<file path="config.mk">
export PLATFORM = sky130hd
export DESIGN_NAME = mbm_byte_array
export DESIGN_NICKNAME = d
export VERILOG_FILES = /design/src/rtl/mbm_pkg.sv /design/src/rtl/mbm_addr_latch.sv /design/src/rtl/mbm_onehot_dec.sv /design/src/rtl/mbm_col_mux.sv /design/src/rtl/mbm_byte_array.sv
export SDC_FILE = /design/constraint.sdc
export NUM_CORES = 1
export LEC_CHECK = 0
export BUFFER_PORTS_ARGS = -buffer_cell sky130_fd_sc_hd__buf_4
export CAP_MARGIN = 5
export CELL_PAD_IN_SITES_DETAIL_PLACEMENT = 1
export CELL_PAD_IN_SITES_GLOBAL_PLACEMENT = 1
export CORE_MARGIN = 2
export CORE_UTILIZATION = 25
export DETAILED_ROUTE_END_ITERATION = 16
export PLACE_DENSITY = 0.53
export SLEW_MARGIN = 20
export SYNTH_ARGS = -nofsm -noshare
export SYNTH_HDL_FRONTEND = slang
export SYNTH_HIERARCHICAL = 1
export SYNTH_SLANG_ARGS = --single-unit
export TNS_END_PERCENT = 50
</file>
<file path="constraint.sdc">
create_clock -name clk -period 4.1 [get_ports clk]
set_input_delay 0 -clock clk [delete_from_list [all_inputs] [get_ports clk]]
set_output_delay 0 -clock clk [all_outputs]
set_load 0.02 [all_outputs]
</file>
<file path="src/rtl/mbm_pkg.sv">
package mbm_pkg;
  localparam int unsigned MBM_DATA_W = 8;
  localparam int unsigned MBM_ROW_W  = 4;
  localparam int unsigned MBM_COL_W  = 3;

  function automatic int unsigned mbm_max(input int unsigned a, input int unsigned b);
    return (a > b) ? a : b;
  endfunction
endpackage

</file>
<file path="src/rtl/mbm_addr_latch.sv">
module mbm_addr_latch #(
  parameter int unsigned ROW_W = 4,
  parameter int unsigned COL_W = 3,
  parameter int unsigned PIN_W = 4
) (
  input  logic             clk,
  input  logic             rst,
  input  logic             row_stb_i,
  input  logic             col_stb_i,
  input  logic [PIN_W-1:0] pins_i,
  output logic [ROW_W-1:0] row_o,
  output logic [COL_W-1:0] col_o,
  output logic             row_vld_o,
  output logic             col_vld_o
);

  always_ff @(posedge clk) begin
    if (rst) begin
      row_o     <= '0;
      col_o     <= '0;
      row_vld_o <= 1'b0;
      col_vld_o <= 1'b0;
    end else begin
      if (row_stb_i) begin
        row_o     <= pins_i[ROW_W-1:0];
        row_vld_o <= 1'b1;
      end
      if (col_stb_i) begin
        col_o     <= pins_i[COL_W-1:0];
        col_vld_o <= 1'b1;
      end
    end
  end

  AST_ROW_CAPTURE: assert property (@(posedge clk) disable iff (rst)
    row_stb_i |=> (row_o == $past(pins_i[ROW_W-1:0])));
  AST_ROW_HOLD: assert property (@(posedge clk) disable iff (rst)
    !row_stb_i |=> $stable(row_o));
  AST_COL_CAPTURE: assert property (@(posedge clk) disable iff (rst)
    col_stb_i |=> (col_o == $past(pins_i[COL_W-1:0])));
  AST_RESET_EMPTY: assert property (@(posedge clk)
    $past(rst) |-> (!row_vld_o && !col_vld_o));

endmodule

</file>
<file path="src/rtl/mbm_onehot_dec.sv">
module mbm_onehot_dec #(
  parameter int unsigned IN_W = 4,
  localparam int unsigned OUT_N = 1 << IN_W
) (
  input  logic [IN_W-1:0]  sel_i,
  input  logic             en_i,
  output logic [OUT_N-1:0] dec_o
);

  for (genvar k = 0; k < OUT_N; k++) begin : g_line
    assign dec_o[k] = en_i && (sel_i == IN_W'(k));
  end

endmodule

</file>
<file path="src/rtl/mbm_col_mux.sv">
module mbm_col_mux #(
  parameter int unsigned DATA_W = 8,
  parameter int unsigned COL_W  = 3,
  localparam int unsigned COLS  = 1 << COL_W
) (
  input  logic [COLS*DATA_W-1:0] row_bus_i,
  input  logic [COL_W-1:0]       col_i,
  output logic [DATA_W-1:0]      byte_o
);

  for (genvar b = 0; b < DATA_W; b++) begin : g_bit
    logic [COLS-1:0] lane;
    for (genvar c = 0; c < COLS; c++) begin : g_lane
      assign lane[c] = row_bus_i[c*DATA_W + b];
    end
    assign byte_o[b] = lane[col_i];
  end

endmodule

</file>
<file path="src/rtl/mbm_byte_array.sv">
module mbm_byte_array
  import mbm_pkg::*;
#(
  parameter int unsigned DATA_W = MBM_DATA_W,
  parameter int unsigned ROW_W  = MBM_ROW_W,
  parameter int unsigned COL_W  = MBM_COL_W,
  localparam int unsigned PIN_W = mbm_max(ROW_W, COL_W),
  localparam int unsigned ROWS  = 1 << ROW_W,
  localparam int unsigned COLS  = 1 << COL_W,
  localparam int unsigned ROW_BITS = COLS * DATA_W
) (
  input  logic              clk,
  input  logic              rst,
  input  logic [PIN_W-1:0]  adr_pins,
  input  logic              row_stb,
  input  logic              col_stb,
  input  logic              wr_en,
  input  logic [DATA_W-1:0] wr_data,
  output logic [DATA_W-1:0] rd_data
);

  logic [ROW_W-1:0]     row_q;
  logic [COL_W-1:0]     col_q;
  logic                 row_vld, col_vld, adr_ok, wr_fire;
  logic [ROWS-1:0]      row_sel;
  logic [COLS-1:0]      col_we;
  logic [ROWS*COLS-1:0] word_we;
  logic [ROW_BITS-1:0]  mem_q [ROWS];
  logic [ROW_BITS-1:0]  bit_bus;
  logic [DATA_W-1:0]    mux_byte;

  mbm_addr_latch #(.ROW_W(ROW_W), .COL_W(COL_W), .PIN_W(PIN_W)) u_latch (
    .clk       (clk),
    .rst       (rst),
    .row_stb_i (row_stb),
    .col_stb_i (col_stb),
    .pins_i    (adr_pins),
    .row_o     (row_q),
    .col_o     (col_q),
    .row_vld_o (row_vld),
    .col_vld_o (col_vld)
  );

  assign adr_ok  = row_vld && col_vld;
  assign wr_fire = wr_en && adr_ok;

  mbm_onehot_dec #(.IN_W(ROW_W)) u_row_dec (
    .sel_i (row_q),
    .en_i  (1'b1),
    .dec_o (row_sel)
  );

  mbm_onehot_dec #(.IN_W(COL_W)) u_col_dec (
    .sel_i (col_q),
    .en_i  (wr_fire),
    .dec_o (col_we)
  );

  for (genvar r = 0; r < ROWS; r++) begin : g_row
    for (genvar c = 0; c < COLS; c++) begin : g_word
      assign word_we[r*COLS + c] = row_sel[r] && col_we[c];
      always_ff @(posedge clk) begin
        if (word_we[r*COLS + c]) mem_q[r][c*DATA_W +: DATA_W] <= wr_data;
      end
    end
  end

  always_comb begin
    bit_bus = '0;
    for (int r = 0; r < ROWS; r++) begin
      if (row_sel[r]) bit_bus = bit_bus | mem_q[r];
    end
  end

  mbm_col_mux #(.DATA_W(DATA_W), .COL_W(COL_W)) u_col_mux (
    .row_bus_i (bit_bus),
    .col_i     (col_q),
    .byte_o    (mux_byte)
  );

  assign rd_data = adr_ok ? mux_byte : '0;

  AST_ONE_WORD_WRITE: assert property (@(posedge clk) disable iff (rst)
    $countones(word_we) == (wr_fire ? 1 : 0));
  AST_WRITE_LANDS: assert property (@(posedge clk) disable iff (rst)
    wr_fire |=> (mem_q[$past(row_q)][$past(col_q)*DATA_W +: DATA_W] == $past(wr_data)));
  AST_ROW_SEL_ONEHOT: assert property (@(posedge clk) disable iff (rst)
    $onehot0(row_sel) && (row_sel != '0));

endmodule

</file>
==> results of run 1 <==
## power by group through the flow
| stage | Clock [mW] | Combinational, mW | Sequential, mW |
|---|---|---|---|
| 2_1_floorplan | 0 | 0.292 | 11.8 |
| 6_report | 8.94 | 0.757 | 11.6 |
| 4_1_cts | 9.17 | 0.761 | 11.6 |
| 5_1_grt | 9.50 | 0.808 | 11.6 |
| 3_5_place_dp | 0 | 0.729 | 11.8 |
| 3_3_place_gp | 0 | 0.712 | 11.8 |
## worst max-delay path, delay by kind of cell (launching register included)
family | cells | cell delay [ps]
DFF | 1 | 440
and+or+nand+nor | 4 | 950
muxes | 2 | 930
AOI/OAI and AO/OA | 2 | 650
buffers and inverters | 2 | 350
## state kept, by name (all words and copies together), names as in the netlist
| name | cells |
|---|---|
| mem_q | 1024 |
| u_latch/col_o | 3 |
| u_latch/col_vld_o | 1 |
| u_latch/row_o | 4 |
| u_latch/row_vld_o | 1 |
## metal layers
metal	global-route usage (%)	part of all wire [%]	up-vias	wire length, um
li1	-	-	8622	-
met3	2.18	4.6	132	4690
met5	0	0.022	-	23
met1	17.3	45	10700	45900
met2	20.7	49	440	50100
met4	3.38	2.1	4	2120
## metrics by stage
step                total power, mW  util, %  cells
global placement               12.6     26.8   3973
detailed placement             12.6     26.8   3973
global route                   21.9     29.3   4176
floorplan                      12.1        -   1966
finish                         21.3     29.3   4177
CTS                            21.6     29.1   4173
## cell usage after synthesis
cell type | n | area (um^2)
and3_1 | 9 | 56.3
and4_2 | 1 | 10.0
nand3b_1 | 2 | 15.0
nor2_1 | 23 | 86.3
and4bb_2 | 3 | 37.5
clkbuf_1 | 68 | 255
mux4_1 | 15 | 394
buf_2 | 13 | 65.1
or3b_4 | 1 | 11.3
buf_12 | 1 | 20.0
and2_1 | 128 | 801
nor3_1 | 3 | 15.0
nor3_2 | 1 | 10.0
nand4_1 | 64 | 400
mux4_2 | 1 | 22.5
conb_1 | 1 | 3.75
a221oi_1 | 250 | 2190
a221oi_2 | 6 | 90.1
dfxtp_1 | 9 | 180
nand2_1 | 1 | 3.75
buf_6 | 59 | 664
nand2b_1 | 2 | 12.5
and4b_2 | 3 | 33.8
a22o_1 | 256 | 2240
mux2i_1 | 7 | 70.1
mux2_2 | 8 | 90.1
buf_1 | 1 | 3.75
nor4b_2 | 1 | 15.0
buf_4 | 1 | 7.51
edfxtp_1 | 1024 | 30700
nand3_1 | 1 | 5.00
## layout make-up
type | instances | area [um^2] | area share (%)
Sequential cell | 1033 | 30900 | 68.6
Multi-Input combinational cell | 793 | 7210 | 16.0
Clock buffer | 119 | 2590 | 5.75
Tap cell | 2044 | 2560 | 5.67
Timing Repair Buffer | 129 | 1250 | 2.77
Clock inverter | 58 | 538 | 1.19
Antenna cell | 1 | 2.50 | 0.00555
## cells by family (layout without fill, tap and decap cells)
kind of cell / after synthesis / after routing / synth area share (%)
simple gates: 243 / 246 / 3.92
flops: 1033 / 1033 / 80.2
compound gates: 512 / 512 / 11.7
buf+inv: 143 / 306 / 2.63
mux: 31 / 31 / 1.50
other cells: 1 / 5 / 0.00972
## repair_timing
| item | CTS | global route |
|---|---|---|
| gates resized for setup | 50 | 48 |
| setup endpoints to repair | 8 | 8 |
| pin swaps | 20 | 18 |
| hold buffers | 19 | 0 |
| hold endpoints to repair | 423 | 0 |
| setup buffers | 3 | 1 |
| cloned | 1 | 2 |
## path summary, 6_finish.rpt
path,end,slack [ps]
max,rd_data[6],80
min,u_latch/row_o[1]$_SDFFE_PP0P_,100
max reg2reg,mem_q[1][327]$_DFFE_PP_,1240
min reg2reg,u_latch/col_o[0]$_SDFFE_PP0P_,540
==> flow_metrics.env, run 1 <==
export IMPL_status="complete, no violations"
export IMPL_yosysSeqAreaShare_pct=80.2
export IMPL_hold_viol=0
export IMPL_coreArea_mm2=0.154
export IMPL_grt_use_total_pct=12.7
export IMPL_cp_start_kind="flip-flop"
export IMPL_cts_tree="built"
export IMPL_ys_warn_count=6
export IMPL_numPortBuffers=24
export IMPL_p_per_area_mw_per_mm2=473
export IMPL_vias=19900
export IMPL_path_max_fanout=18
export IMPL_grt_max_degree=73
export IMPL_crit_required_ps=4100
export IMPL_die_h_um=397
export IMPL_maxCapViolCount=0
export IMPL_place_congestion=0.781
export IMPL_synth_area_mm2=0.0386
export IMPL_critPathSlowestCell="mux4_2"
export IMPL_timing_rr_start="u_latch/row_o[0]$_SDFFE_PP0P_"
export IMPL_comb_power_share_pct=3.6
export IMPL_p_switching_mw=4.48
export IMPL_cts_buffers=99
export IMPL_final_cell_mix="edfxtp_1 (1024), a22o_1 (256), a221oi_1 (181), and2_1 (128), clkbuf_16 (100)"
export IMPL_dr_pass1_iters=4
export IMPL_finalSetupViolCount=0
export IMPL_clockPowerShare_pct=41.9
export IMPL_fin_ws_ps=75.2
export IMPL_wire_per_inst_um=24.6
export IMPL_grt_antenna_before_repair=10
export IMPL_worst_pin_slew_ps=1180
export IMPL_insertion_delay_ps=720
export IMPL_drive_above_1_share_pct=17.7
export IMPL_preCtsSetupSlack_ps=318
export IMPL_synth_area_per_cell_um2=19.6
export IMPL_placed_cell_area_mm2=0.0412
export IMPL_yosysUniqueCellTypes=31
export IMPL_internal_power_mw=16.8
export IMPL_worstPathCellList="nand2b_1, buf_6, nor2_4, a22o_1, a221oi_1, nand4_1, mux4_2, mux2_2, and3_1, buf_4"
export IMPL_rows=144
export IMPL_final_min_clock_period_ps=4020
export IMPL_holdCritPathClass="in2reg"
export IMPL_grt_pass1_vias=20500
export IMPL_hpwl_um=62200
export IMPL_final_common_cell="edfxtp_1"
export IMPL_nets=2073
export IMPL_critPathCaptureType="primary output"
export IMPL_hold_path_startpoint="rst"
export IMPL_htree_levels=3
export IMPL_max_slew_margin_pct=21.5
export IMPL_peakVddDrop_v=0.000336
export IMPL_worst_hold_slack_ps=97.9
export IMPL_grt_pass1_wl_um=148000
export IMPL_clock_skew_ps=57.3
export IMPL_p_seq_share_pct=54.5
export IMPL_clkTransAtPathRegs_ps=60
export IMPL_cts_root_buf="clkbuf_16"
export IMPL_die_x_um=397
export IMPL_rr_worst_depth=6
export IMPL_antenna_left=0
export IMPL_viasPerCell=4.75
export IMPL_netlist_instances=1963
export IMPL_overflow=0
export IMPL_final_setup_tns_ps=0
export IMPL_worstPathArrival_ps=4020
export IMPL_ios=25
export IMPL_slowest_delay_ps=600
export IMPL_clk_path_buf_depth=3
export IMPL_worstSetupPathType="reg2out"
export IMPL_hold_depth=3
export IMPL_p_leak_nw=13.8
export IMPL_drt_initial_drc_count=1850
export IMPL_switching_share_pct=21.0
export IMPL_period_share_pct=98.2
export IMPL_final_area_mm2=0.0451
export IMPL_slew_violations=0
export IMPL_die_area_mm2=0.157
export IMPL_nFillCells=15700
export IMPL_initial_core_util_pct=25.1
export IMPL_route_detailed_drc=0
export IMPL_startpoint="u_latch/row_o[1]$_SDFFE_PP0P_"
export IMPL_synth_seq_cells=1033
export IMPL_synthToLayoutAreaGrowth_pct=16.9
export IMPL_fmax_mhz=248
export IMPL_routed_wl_um=103000
export IMPL_cts_sinks=1033
Note: power is estimated with default switching activity, not from simulation.
==> run 2: changes to the inputs <==
--- a/config.mk
+++ b/config.mk
@@ -7,15 +7,13 @@
 export LEC_CHECK = 0
 export BUFFER_PORTS_ARGS = -buffer_cell sky130_fd_sc_hd__buf_4
 export CAP_MARGIN = 5
-export CELL_PAD_IN_SITES_DETAIL_PLACEMENT = 1
-export CELL_PAD_IN_SITES_GLOBAL_PLACEMENT = 1
 export CORE_MARGIN = 2
 export CORE_UTILIZATION = 25
 export DETAILED_ROUTE_END_ITERATION = 16
-export PLACE_DENSITY = 0.53
+export GPL_ROUTABILITY_DRIVEN = 0
+export PLACE_DENSITY = 0.49
 export SLEW_MARGIN = 20
 export SYNTH_ARGS = -nofsm -noshare
 export SYNTH_HDL_FRONTEND = slang
 export SYNTH_HIERARCHICAL = 1
 export SYNTH_SLANG_ARGS = --single-unit
-export TNS_END_PERCENT = 50
==> flow_metrics.env, run 2 (synthesis results as in run 1) <==
export IMPL_grt_antenna_before_repair=9
export IMPL_htree_levels=3
export IMPL_cts_root_buf="clkbuf_16"
export IMPL_internal_power_mw=17.2
export IMPL_regMostFlops="mem_q"
export IMPL_hold_viol=0
export IMPL_rsz0062_at_grt="no"
export IMPL_comb_power_share_pct=3.4
export IMPL_die_area_mm2=0.157
export IMPL_total_power_mw=21.6
export IMPL_top_layer="met5"
export IMPL_dr_wl_met3_um=6530
export IMPL_fmax_mhz=248
export IMPL_status="complete, no violations"
export IMPL_cts_tree="built"
export IMPL_nets=2057
export IMPL_worstSetupPathType="reg2out"
export IMPL_die_h_um=397
export IMPL_dr_pass1_iters=5
export IMPL_peakVddDrop_v=0.000329
export IMPL_route_detailed_drc=0
export IMPL_routed_wl_um=98900
export IMPL_period_share_pct=98.2
export IMPL_holdCritPathClass="in2reg"
export IMPL_die_x_um=397
export IMPL_dr_wl_met2_um=47500
export IMPL_grt_use_total_pct=12.2
export IMPL_final_cell_mix="edfxtp_1 (1024), a22o_1 (256), a221oi_1 (203), and2_1 (128), clkbuf_16 (99)"
export IMPL_initial_core_util_pct=25.1
export IMPL_p_seq_share_pct=53.7
export IMPL_wire_per_inst_um=23.7
export IMPL_grt_max_degree=94
export IMPL_grt_pass1_vias=19900
export IMPL_numPortBuffers=24
export IMPL_drive_above_1_share_pct=16.8
export IMPL_final_min_clock_period_ps=4030
export IMPL_clkTransAtPathRegs_ps=60
export IMPL_preCtsSetupSlack_ps=293
export IMPL_hold_depth=1
export IMPL_placed_cells=3954
export IMPL_p_per_area_mw_per_mm2=480
export IMPL_max_slew_margin_pct=21.4
export IMPL_maxCapViolCount=0
export IMPL_drt_initial_drc_count=1806
export IMPL_fin_ws_ps=72.6
export IMPL_switching_share_pct=20.5
export IMPL_largest_register_ffs=1024
export IMPL_cts_sinks=1033
export IMPL_placed_cell_area_mm2=0.0411
export IMPL_worstPathArrival_ps=4030
export IMPL_finalSetupViolCount=0
export IMPL_coreArea_mm2=0.154
export IMPL_overflow=0
export IMPL_instances_no_fill=4166
export IMPL_rr_worst_depth=5
export IMPL_final_common_cell="edfxtp_1"
export IMPL_antenna_left=0
export IMPL_clockPowerShare_pct=42.9
export IMPL_reg_largest_list="mem_q: 1024 flops, u_latch/row_o: 4 flops, u_latch/col_o: 3 flops"
export IMPL_final_area_mm2=0.0451
export IMPL_slew_violations=0
export IMPL_cp_start_kind="flip-flop"
export IMPL_wl_met1_um=42800
export IMPL_viasPerCell=4.76
export IMPL_post_route_util_pct=29.3
export IMPL_ios=25
export IMPL_p_switching_mw=4.43
export IMPL_insertion_delay_ps=680
export IMPL_clock_skew_ps=25.7
export IMPL_grt_pass1_wl_um=142000
export IMPL_rows=144
export IMPL_final_setup_tns_ps=0
export IMPL_synthToLayoutAreaGrowth_pct=16.9
export IMPL_cts_buffers=98
export IMPL_crit_required_ps=4100
export IMPL_critPathCaptureType="primary output"
export IMPL_vias=19800
export IMPL_clk_path_buf_depth=3
export IMPL_worst_pin_slew_ps=1180
export IMPL_nFillCells=15000
export IMPL_worst_hold_slack_ps=31.1
export IMPL_hpwl_um=59800
export IMPL_p_leak_nw=13.8
export IMPL_path_max_fanout=18
==> run 2: cell types whose count changed in the layout (fill, tap and decap cells not counted), sizes merged <==
| cell | previous run | this run |
|---|---|---|
| inv | 1 | 5 |
| dlygate4sd3 | 19 | 17 |
| clkinvlp | 4 | 7 |
| clkinv | 45 | 42 |
| buf | 110 | 97 |
| clkbuf | 119 | 113 |
| bufinv | 8 | 14 |
==> run 2: path summary, 6_finish.rpt <==
kind	startpoint	slack, ps	endpoint
worst min-delay path	wr_data[5]	30	mem_q[1][205]$_DFFE_PP_
worst max-delay path	u_latch/row_o[3]$_SDFFE_PP0P_	70	rd_data[2]
worst max register to register	u_latch/row_o[2]$_SDFFE_PP0P_	1360	mem_q[1][147]$_DFFE_PP_
worst min register to register	u_latch/row_vld_o$_SDFFE_PP0P_	630	u_latch/row_vld_o$_SDFFE_PP0P_
==> run 2: routing by layer <==
| metal | track usage (%) | vias to the layer above |
|---|---|---|
| li1 | - | 8589 |
| met1 | 16.6 | 10500 |
| met2 | 19.8 | 615 |
| met3 | 2.45 | 112 |
| met4 | 3.36 | 6 |
| met5 | 0 | - |
==> run 2: worst max-delay path: stages (launching register included) <==
cell	delay (ps)
dfxtp_2	370
or3b_4	270
nor2_4	150
buf_4	250
a22o_1	250
a221oi_1	380
nand4_1	340
mux4_1	610
mux2_2	280
and3_1	250
buf_4	180
==> run 2: timing repair <==
item,in CTS,in global routing
endpoints found under the setup margin,8,8
gates resized for setup,48,20
endpoints found under the hold margin,174,154
hold buffers,15,2
setup buffers,7,2
gates cloned,2,1
pin swaps,12,14
==> run 2: layout make-up <==
cell class	count	area [um^2]	share of cell area [%]
clock inverters	68	767	1.70
flip-flops and latches	1033	30900	68.7
clock buffers	113	2550	5.66
diodes	1	2.50	0.00555
multi-input cells	793	7060	15.7
repair buffers	114	1180	2.62
well taps	2044	2560	5.68
==> run 2: power by group through the flow <==
stage | combinational [mW] | clock (mW) | sequential [mW]
2_1_floorplan | 0.292 | 0 | 11.8
3_3_place_gp | 0.687 | 0 | 11.9
3_5_place_dp | 0.698 | 0 | 11.9
4_1_cts | 0.743 | 9.47 | 11.6
5_1_grt | 0.785 | 9.88 | 11.6
6_report | 0.734 | 9.28 | 11.6
==> run 3: changes to the inputs <==
--- a/config.mk
+++ b/config.mk
@@ -5,6 +5,7 @@
 export SDC_FILE = /design/constraint.sdc
 export NUM_CORES = 1
 export LEC_CHECK = 0
+export ABC_AREA = 1
 export BUFFER_PORTS_ARGS = -buffer_cell sky130_fd_sc_hd__buf_4
 export CAP_MARGIN = 5
 export CORE_MARGIN = 2
==> flow_metrics.env, run 3 <==
export IMPL_final_area_mm2=0.0498
export IMPL_rows=152
export IMPL_slew_violations=0
export IMPL_regMostFlops="mem_q"
export IMPL_cts_root_buf="clkbuf_16"
export IMPL_peakVddDrop_v=0.000305
export IMPL_synth_common_cells="nand2_1 (1820), edfxtp_1 (1024), inv_1 (589)"
export IMPL_clk_path_buf_depth=3
export IMPL_numPortBuffers=24
export IMPL_yosysSeqAreaShare_pct=71.4
export IMPL_netlist_instances=3994
export IMPL_viasPerCell=3.98
export IMPL_synth_edff_count=1024
export IMPL_multi_input_area_mm2=0.00889
export IMPL_synthToLayoutAreaGrowth_pct=14.9
export IMPL_crit_required_ps=4100
export IMPL_switching_share_pct=21.9
export IMPL_comb_power_share_pct=4.4
export IMPL_final_cell_mix="nand2_1 (1820), edfxtp_1 (1024), inv_1 (589), nor2_1 (162), clkbuf_16 (105)"
export IMPL_internal_power_mw=17.2
export IMPL_yosys_area_top_type="edfxtp_1"
export IMPL_ios=25
export IMPL_cts_buffers=104
export IMPL_grt_pass1_vias=26000
export IMPL_maxCapViolCount=0
export IMPL_routed_wl_um=110000
export IMPL_cp_start_kind="flip-flop"
export IMPL_final_min_clock_period_ps=3990
export IMPL_reg_largest_list="mem_q: 1024 flops, u_latch/row_o: 4 flops, u_latch/col_o: 3 flops"
export IMPL_drive_above_1_share_pct=9.98
export IMPL_insertion_delay_ps=700
export IMPL_period_share_pct=97.3
export IMPL_die_h_um=420
export IMPL_seq_area_mm2=0.0309
export IMPL_hold_viol=0
export IMPL_largest_register_ffs=1024
export IMPL_synthTopCellsByArea="edfxtp_1 (71%), nand2_1 (16%), inv_1 (5.1%)"
export IMPL_synthArstFlopShare_pct=0
export IMPL_grt_pass1_wl_um=166000
export IMPL_max_slew_margin_pct=35.3
export IMPL_fmax_mhz=251
export IMPL_htree_levels=3
export IMPL_synth_area_mm2=0.0433
export IMPL_clockPowerShare_pct=42.8
export IMPL_final_common_cell="nand2_1"
export IMPL_grt_use_total_pct=12.5
export IMPL_p_switching_mw=4.81
export IMPL_synth_most_common_cell="nand2_1"
export IMPL_antenna_left=0
export IMPL_placed_cell_area_mm2=0.0460
export IMPL_finalSetupViolCount=0
export IMPL_initial_core_util_pct=25.2
export IMPL_critPathCaptureType="primary output"
export IMPL_clkTransAtPathRegs_ps=60
export IMPL_coreArea_mm2=0.172
export IMPL_synth_area_per_cell_um2=10.9
export IMPL_grt_antenna_before_repair=1
export IMPL_status="complete, no violations"
export IMPL_synth_seq_cells=1033
export IMPL_p_leak_nw=19.8
export IMPL_p_seq_share_pct=52.8
export IMPL_cts_tree="built"
export IMPL_nets=4116
export IMPL_worst_pin_slew_ps=971
export IMPL_worstSetupPathType="reg2out"
export IMPL_overflow=0
export IMPL_drt_initial_drc_count=2122
export IMPL_nFillCells=17800
export IMPL_worstPathArrival_ps=3990
export IMPL_yosysTopAreaCellShare_pct=71.0
export IMPL_final_setup_tns_ps=0
export IMPL_wire_per_inst_um=16.9
export IMPL_vias=25900
export IMPL_die_area_mm2=0.177
export IMPL_clock_skew_ps=22.0
export IMPL_path_max_fanout=10
export IMPL_hpwl_um=67400
export IMPL_synth_top_flop_cell="edfxtp_1"
export IMPL_dr_pass1_iters=5
export IMPL_p_per_area_mw_per_mm2=441
export IMPL_route_detailed_drc=0
export IMPL_cts_sinks=1033
export IMPL_grt_max_degree=100
export IMPL_holdCritPathClass="in2reg"
export IMPL_yosysUniqueCellTypes=18
export IMPL_ys_warn_count=6
export IMPL_die_x_um=420
run 3: cells by family after synthesis:
logic type	Yosys count	share of synthesized area [%]
DFF	1033	71.4
and+or+nand+nor	2204	20.2
other	1	0.00865
buffers and inverters	756	8.45
run 3: path summary, 6_finish.rpt:
kind / start / cells past startpoint / to / slack [ps]
worst min-delay path: rst / 3 / u_latch/col_vld_o$_SDFFE_PP0P_ / 70
worst max-delay path: u_latch/row_o[0]$_SDFFE_PP0P_ / 16 / rd_data[5] / 110
worst min register to register: u_latch/col_vld_o$_SDFFE_PP0P_ / 2 / u_latch/col_vld_o$_SDFFE_PP0P_ / 480
worst max register to register: u_latch/row_vld_o$_SDFFE_PP0P_ / 7 / mem_q[1][37]$_DFFE_PP_ / 990
run 3: layout make-up:
class                      instances  share of cell area, %
multi-input combinational       2210                   17.8
tap                             2310                   5.80
sequential                      1033                   62.1
inverter                         600                   4.53
clock inverter                    74                   1.31
antenna                            1                0.00502
timing repair buffer             150                   3.01
clock buffer                     122                   5.40
run 3: worst max-delay path: stages, from the launching register on:
cell and delay (ps):
dfxtp_1 350, inv_1 120, nand3_1 370, nor2_2 800, nand2_1 100, nand4_1 140, nor2_1 60, nand2_1 60
inv_1 50, nand2_2 60, nand3_1 240, nand2_1 150, nand2_1 60, nand2_1 200, inv_1 70, nor2_1 230
buf_4 200
run 3: layer usage:
| layer | up-vias | global-route usage (%) | wire length, um |
|---|---|---|---|
| met4 | 0 | 4.14 | 2870 |
| met3 | 126 | 1.51 | 4370 |
| met5 | - | 0 | 0 |
| li1 | 12800 | - | - |
| met1 | 12500 | 17.1 | 50900 |
| met2 | 496 | 20.6 | 51700 |
run 3: metrics by stage:
stage | std cells | utilization (%) | total power, mW | setup slack (ps) | hold slack [ps]
after global placement | 6256 | 26.7 | 12.8 | 710 | 213
after floorplan | 3998 | - | 12.3 | 2270 | 72.4
after global routing | 6500 | 29.0 | 22.7 | -2.44 | 79.7
after detailed placement | 6256 | 26.7 | 12.8 | 682 | 222
after CTS | 6488 | 28.9 | 22.2 | 8.72 | 20.3
final | 6500 | 29.0 | 22.0 | 111 | 69.4
run 3: repair_timing:
action / in CTS / in global routing
hold buffers: 18 / 0
cloned: 1 / 0
endpoints found under the setup margin: 2 / 4
setup buffers: 17 / 11
pin swaps: 8 / 3
hold endpoints to repair: 461 / 0
resized for setup: 0 / 1
run 3: power by group through the flow:
stage	combinational (mW)	clock, mW	sequential (mW)
6_report	0.960	9.41	11.6
4_1_cts	0.978	9.63	11.6
3_3_place_gp	0.947	0	11.8
2_1_floorplan	0.461	0	11.8
3_5_place_dp	0.946	0	11.8
5_1_grt	1.07	10.0	11.6
